$ cat config.mk
export PLATFORM = sky130hd
export DESIGN_NAME = softstart_hiccup_seq
export DESIGN_NICKNAME = d
export VERILOG_FILES = /design/src/rtl/ss_seq_pkg.sv /design/src/rtl/ss_ramp_counter.sv /design/src/rtl/ss_retry_counter.sv /design/src/rtl/ss_seq_fsm.sv /design/src/rtl/softstart_hiccup_seq.sv
export SDC_FILE = /design/constraint.sdc
export NUM_CORES = 1
export LEC_CHECK = 0
export BUFFER_PORTS_ARGS = -buffer_cell sky130_fd_sc_hd__buf_2
export CELL_PAD_IN_SITES_DETAIL_PLACEMENT = 1
export CELL_PAD_IN_SITES_GLOBAL_PLACEMENT = 2
export CORE_MARGIN = 2
export CORE_UTILIZATION = 30
export CTS_CLUSTER_SIZE = 24
export DETAILED_ROUTE_END_ITERATION = 12
export GPL_TIMING_DRIVEN = 0
export PLACE_DENSITY = 0.71
export SLEW_MARGIN = 30
export SYNTH_ARGS = -nofsm -noshare
export SYNTH_HDL_FRONTEND = slang
export SYNTH_SLANG_ARGS = --single-unit
$ cat constraint.sdc
create_clock -name clk -period 2 [get_ports clk]
set_clock_uncertainty 0.05 [all_clocks]
set_input_delay 0.1 -clock clk [delete_from_list [all_inputs] [get_ports clk]]
set_output_delay 0.1 -clock clk [all_outputs]
set_load 0.01 [all_outputs]
$ cat src/rtl/ss_seq_pkg.sv
package ss_seq_pkg;
    typedef enum logic [1:0] {
        SEQ_OFF    = 2'b00,
        SEQ_RAMP   = 2'b01,
        SEQ_RUN    = 2'b10,
        SEQ_HICCUP = 2'b11
    } seq_state_e;
endpackage

$ cat src/rtl/ss_ramp_counter.sv
module ss_ramp_counter #(
    parameter int CODE_W = 11
) (
    input  logic              clk,
    input  logic              rst_n,
    input  logic              clr,
    input  logic              inc,
    output logic [CODE_W-1:0] cnt,
    output logic              at_max
);
    always_ff @(posedge clk or negedge rst_n) begin
        if (!rst_n)
            cnt <= '0;
        else if (clr)
            cnt <= '0;
        else if (inc)
            cnt <= cnt + 1'b1;
    end

    assign at_max = &cnt;
endmodule

$ cat src/rtl/ss_retry_counter.sv
module ss_retry_counter #(
    parameter int PERIODS = 3
) (
    input  logic clk,
    input  logic rst_n,
    input  logic clr,
    input  logic inc,
    output logic last
);
    localparam int RW = (PERIODS > 1) ? $clog2(PERIODS) : 1;
    localparam logic [RW-1:0] LAST_VAL = RW'(PERIODS - 1);

    logic [RW-1:0] cnt;

    always_ff @(posedge clk or negedge rst_n) begin
        if (!rst_n)
            cnt <= '0;
        else if (clr)
            cnt <= '0;
        else if (inc)
            cnt <= cnt + 1'b1;
    end

    assign last = (cnt == LAST_VAL);
endmodule

$ cat src/rtl/ss_seq_fsm.sv
module ss_seq_fsm
    import ss_seq_pkg::*;
(
    input  logic       clk,
    input  logic       rst_n,
    input  logic       run_ok,
    input  logic       oc_flag,
    input  logic       ramp_max,
    input  logic       retry_last,
    output seq_state_e state,
    output logic       cnt_clr,
    output logic       cnt_inc,
    output logic       retry_clr,
    output logic       retry_inc
);
    seq_state_e nxt;

    always_ff @(posedge clk or negedge rst_n) begin
        if (!rst_n)
            state <= SEQ_OFF;
        else
            state <= nxt;
    end

    always_comb begin
        nxt = state;
        if (!run_ok) begin
            nxt = SEQ_OFF;
        end else begin
            unique case (state)
                SEQ_OFF:    nxt = SEQ_RAMP;
                SEQ_RAMP: begin
                    if (oc_flag)
                        nxt = SEQ_HICCUP;
                    else if (ramp_max)
                        nxt = SEQ_RUN;
                end
                SEQ_RUN: begin
                    if (oc_flag)
                        nxt = SEQ_HICCUP;
                end
                SEQ_HICCUP: begin
                    if (ramp_max && retry_last)
                        nxt = SEQ_RAMP;
                end
            endcase
        end
    end

    always_comb begin
        cnt_clr   = (nxt != state);
        cnt_inc   = !cnt_clr && ((state == SEQ_RAMP) || (state == SEQ_HICCUP));
        retry_clr = (nxt != SEQ_HICCUP);
        retry_inc = (state == SEQ_HICCUP) && (nxt == SEQ_HICCUP) && ramp_max;
    end
endmodule

$ cat src/rtl/softstart_hiccup_seq.sv
module softstart_hiccup_seq
    import ss_seq_pkg::*;
#(
    parameter int CODE_W  = 11,
    parameter int PERIODS = 3
) (
    input  logic              clk,
    input  logic              rst_n,
    input  logic              pwr_good,
    input  logic              enable,
    input  logic              oc_flag,
    output logic [CODE_W-1:0] ref_code,
    output logic              pwm_inhibit,
    output logic [1:0]        status
);
    seq_state_e        state;
    logic [CODE_W-1:0] cnt;
    logic              at_max, retry_last;
    logic              cnt_clr, cnt_inc, retry_clr, retry_inc;

    ss_seq_fsm u_fsm (
        .clk        (clk),
        .rst_n      (rst_n),
        .run_ok     (pwr_good && enable),
        .oc_flag    (oc_flag),
        .ramp_max   (at_max),
        .retry_last (retry_last),
        .state      (state),
        .cnt_clr    (cnt_clr),
        .cnt_inc    (cnt_inc),
        .retry_clr  (retry_clr),
        .retry_inc  (retry_inc)
    );

    ss_ramp_counter #(.CODE_W(CODE_W)) u_ramp (
        .clk    (clk),
        .rst_n  (rst_n),
        .clr    (cnt_clr),
        .inc    (cnt_inc),
        .cnt    (cnt),
        .at_max (at_max)
    );

    ss_retry_counter #(.PERIODS(PERIODS)) u_retry (
        .clk   (clk),
        .rst_n (rst_n),
        .clr   (retry_clr),
        .inc   (retry_inc),
        .last  (retry_last)
    );

    always_comb begin
        status = state;
        unique case (state)
            SEQ_OFF: begin
                ref_code    = '0;
                pwm_inhibit = 1'b1;
            end
            SEQ_RAMP: begin
                ref_code    = cnt;
                pwm_inhibit = 1'b0;
            end
            SEQ_RUN: begin
                ref_code    = '1;
                pwm_inhibit = 1'b0;
            end
            SEQ_HICCUP: begin
                ref_code    = '0;
                pwm_inhibit = 1'b1;
            end
        endcase
    end
endmodule

==> run summary <==
After synthesis, the cell types taking the most area are sky130_fd_sc_hd__dfrtp_1 (32%), sky130_fd_sc_hd__nor4_2 (9.5%), sky130_fd_sc_hd__nand2_1 (8.2%). The commonest cells after synthesis are sky130_fd_sc_hd__nand2_1 (26), sky130_fd_sc_hd__dfrtp_1 (15), sky130_fd_sc_hd__nor2_1 (9), sky130_fd_sc_hd__nor4_2 (9), sky130_fd_sc_hd__inv_1 (8). In this design, the critical path's most frequently occurring cell is sky130_fd_sc_hd__a2bb2oi_4. The finished cells cover 1594 um^2. Counting the fill cells in the layout gives 453. Overall routing resource usage: 0.1734. The die is 67.01 um tall.

The min-delay analysis places its worst path in the category in -> async. Portion of the clock cycle consumed by the worst path in the final layout: 1.023. The tools report the maximum level of the CTS H-tree as 1. For the final estimated routing congestion in global placement, the log shows 0.7762.

TritonCTS built the clock tree. On the worst path, the slowest cell contributes a delay of 0.56 ns. Measured along the x axis, the die boundary spans 67.01 um. The count of nets left with antenna violations once routing finished came out at 0.

The maximum number of pins on one net before global-route repair was 16. The worst register-to-register path begins at u_fsm.state[1]$_DFF_PN0_. In this run, synthesis produced a sequential element count of 15. From synthesis to final layout, the design area changed by 33.82%. The kind of start point of the critical path was a flip-flop.

Pin placement for this block handled 19 I/O pins. The worst-margin pin slew works out to 0.3890 ns. The most common cell in the synthesized netlist is sky130_fd_sc_hd__nand2_1.

The critical path required time came out at 2.07 ns. The worst path in the final design needs a cycle of 2.046 ns, including I/O delays and setup. For the die outline area, the log shows 4490 um^2. VDD sags by at most 303.3 uV.

In this run the worst path has a maximum fanout of 5. The effective utilization at floorplan was 0.3182. The checks that failed: negative setup slack. Number of warning messages in the yosys log: 0. The worst setup path category was reg -> reg. The run gives 3555 um as the aggregate routed wire length. The first-pass GRT wire length came out at 5858 um.

The logs give -0.04591 ns for the final setup slack of the worst path and 0 for the number of hold violations in the final report. Summing over every cut layer, the via total after detailed routing is 1,094. 0 antenna diodes ended up in the layout. The DRC violation total after the first TritonRoute iteration is 53. The tools report the clock root buffer master as sky130_fd_sc_hd__clkbuf_8. The flow ran to the end, but the final reports show violations. In this run the mean area of a mapped cell was 9.024 um^2. In this run, synthesis inferred 0 flip-flops with an integrated enable.

The final count of negative-setup-slack endpoints was 10; the HPWL reported at the end of detailed placement was 2339 um. The cell leakage power was 0.0006832 uW. For the sequential share of the synthesized area, the log shows 0.3151. The clock-pin slew reported for the worst setup and hold paths after clock tree synthesis is 0.07 ns, and the highest attainable clock frequency is 488.8 MHz. In the routed layout, each cell is associated on average with a via count of 5.160.

The number of max-slew violations in the final report came out at 0. The run gives 0 as the initial antenna violation count. The tools report the worst max-slew margin expressed relative to the limit as 0.7406.

The portion of synthesized cell area occupied by the leading cell type came out at 0.3151. Synthesis produced a netlist with a net count of 143. The logs give 4 for the detailed-routing iteration count for the pre-antenna-repair pass and 726.4 uW for the total power of the final layout. The run gives -0.2601 ns as the pre-CTS worst setup slack. Setup repair after global routing could not meet its margin everywhere. After global routing the overflow that remains totals 0. The worst setup path is captured at a flip-flop. For the total core area, the log shows 3744 um^2.

Main flop type after synthesis: sky130_fd_sc_hd__dfrtp_1. The logs give 0.4258 for the core occupancy in the finished layout and 1354 um^2 for the placed instance area. Synthesis instantiated 38 different standard cells from the library. For the number of maximum-capacitance constraint violations, the log shows 0.

The ratio of cells with drive above 1 in the final layout was 0.4207. Of all cell types, the one taking the most synthesized area is sky130_fd_sc_hd__dfrtp_1. The logs give 3 for the total clock buffers created by CTS and 2 for the number of buffers between clock root and the deepest sink. In the final timing run, aggregate negative setup slack is -0.2671 ns. The signal on the critical path passes through inv_2 -> ha_4 -> or4_4 -> a2bb2oi_4 -> a2bb2oi_4 -> buf_6 -> a311oi_1. In this run the power density over the cells is 455.7 nW/um^2.

The launch point of the critical path is u_fsm.state[1]$_DFF_PN0_. The floorplan has 22 rows. The number of global-route vias before repair was 1,158. In this run the cell area of the synthesized design comes to 1191 um^2.

Among all stages on the critical path, the largest delay is contributed by sky130_fd_sc_hd__or4_4. In the synthesized netlist, the number of instances is 132. Port buffering added 18 buffers. For the data arrival time of the critical path, the log shows 2.12 ns. The proportion of register bits with asynchronous set or reset after synthesis works out to 1.000.

The routed wire length per instance came out at 16.77 um. The net count of the finished layout is 176. For the worst-skew pair, the clock arrives at the later sink with an insertion delay of 0.25 ns. The clock net in this run drives a total of 15 sinks. DRC violations left: 0.
cell families (layout without fill, tap and decap cells):
family,count (synthesis),in the layout,synth area share
xor gates and xnor gates,10,10,0.07353
DFF,15,15,0.3151
adders and majority gates,6,6,0.06302
AOI/OAI and AO/OA,16,16,0.1324
and+or+nand+nor,70,70,0.3435
buffers and inverters,14,46,0.06406
muxes,1,1,0.008404
worst max-delay path: cells and delay by family, from the launching register on:
family	cells	cell delay, ns
AOI/OAI and AO/OA	3	0.44
adders and majority gates	1	0.18
buffers and inverters	2	0.25
DFF	1	0.44
and+or+nand+nor	1	0.56
power breakdown:
group,switching (uW),internal (uW)
combinational,75.7,60.5
clock,108,141
sequential,23.1,318
registers in the layout, indices dropped and copies added, names as in the netlist:
register	flops
u_ramp.cnt	11
u_fsm.state	2
u_retry.cnt	2
through the flow:
stage                     std cells  hold WS, ns
after floorplan                 132      -0.2456
after global placement          198     -0.02339
after detailed placement        198     -0.01792
after CTS                       212       0.2451
after global routing            212       0.2862
final                           212       0.2384
cell usage in the layout (no fill, tap or decap), types with 6 or more instances in the layout:
cell                       n
sky130_fd_sc_hd__buf_2    19
sky130_fd_sc_hd__buf_4    10
sky130_fd_sc_hd__dfrtp_1  11
sky130_fd_sc_hd__inv_1     6
sky130_fd_sc_hd__nand2_1  26
sky130_fd_sc_hd__nor2_1    8
sky130_fd_sc_hd__nor4_2    9
sky130_fd_sc_hd__xnor2_1   7
repair_timing:
action / CTS / global route
resized for setup: 16 / 10
hold endpoints to repair: 15 / 0
hold buffers: 1 / 0
setup endpoints to repair: 23 / 23
pin swaps: 5 / 6
gates cloned: 2 / 0
buffers inserted: 8 / 1
final timing paths:
path | end | slack (ns) | depth (start not counted)
worst min-delay path | u_ramp.cnt[7]$_DFFE_PN0P_ | 0.24 | 2
worst max-delay path | u_ramp.cnt[9]$_DFFE_PN0P_ | -0.05 | 7
max in group asynchronous | u_fsm.state[0]$_DFF_PN0_ | 1.36 | 2
worst max register to register | u_ramp.cnt[9]$_DFFE_PN0P_ | -0.05 | 7
worst min register to register | u_retry.cnt[1]$_DFFE_PN0P_ | 0.51 | 2
min in group clk | u_ramp.cnt[0]$_DFFE_PN0P_ | 0.34 | 4
area by class of cell:
cell class              count  area (um^2)  share of cell area
flip-flops and latches     15        380.4              0.2386
multi-input cells         103        853.3              0.5353
repair buffers             30        190.2              0.1193
plain buffers               4        35.03             0.02198
well taps                  48        60.06             0.03768
inverters                   8        30.03             0.01884
clock buffers               4        45.04             0.02826
routing by layer:
layer / track usage / vias up / share of wire
met5: 0 / - / 0
li1: - / 536 / -
met4: 0.03827 / 0 / 0.0023
met3: 0.02027 / 2 / 0.020
met1: 0.2407 / 543 / 0.48
met2: 0.2859 / 13 / 0.50
(Power assumes the default switching activity.)
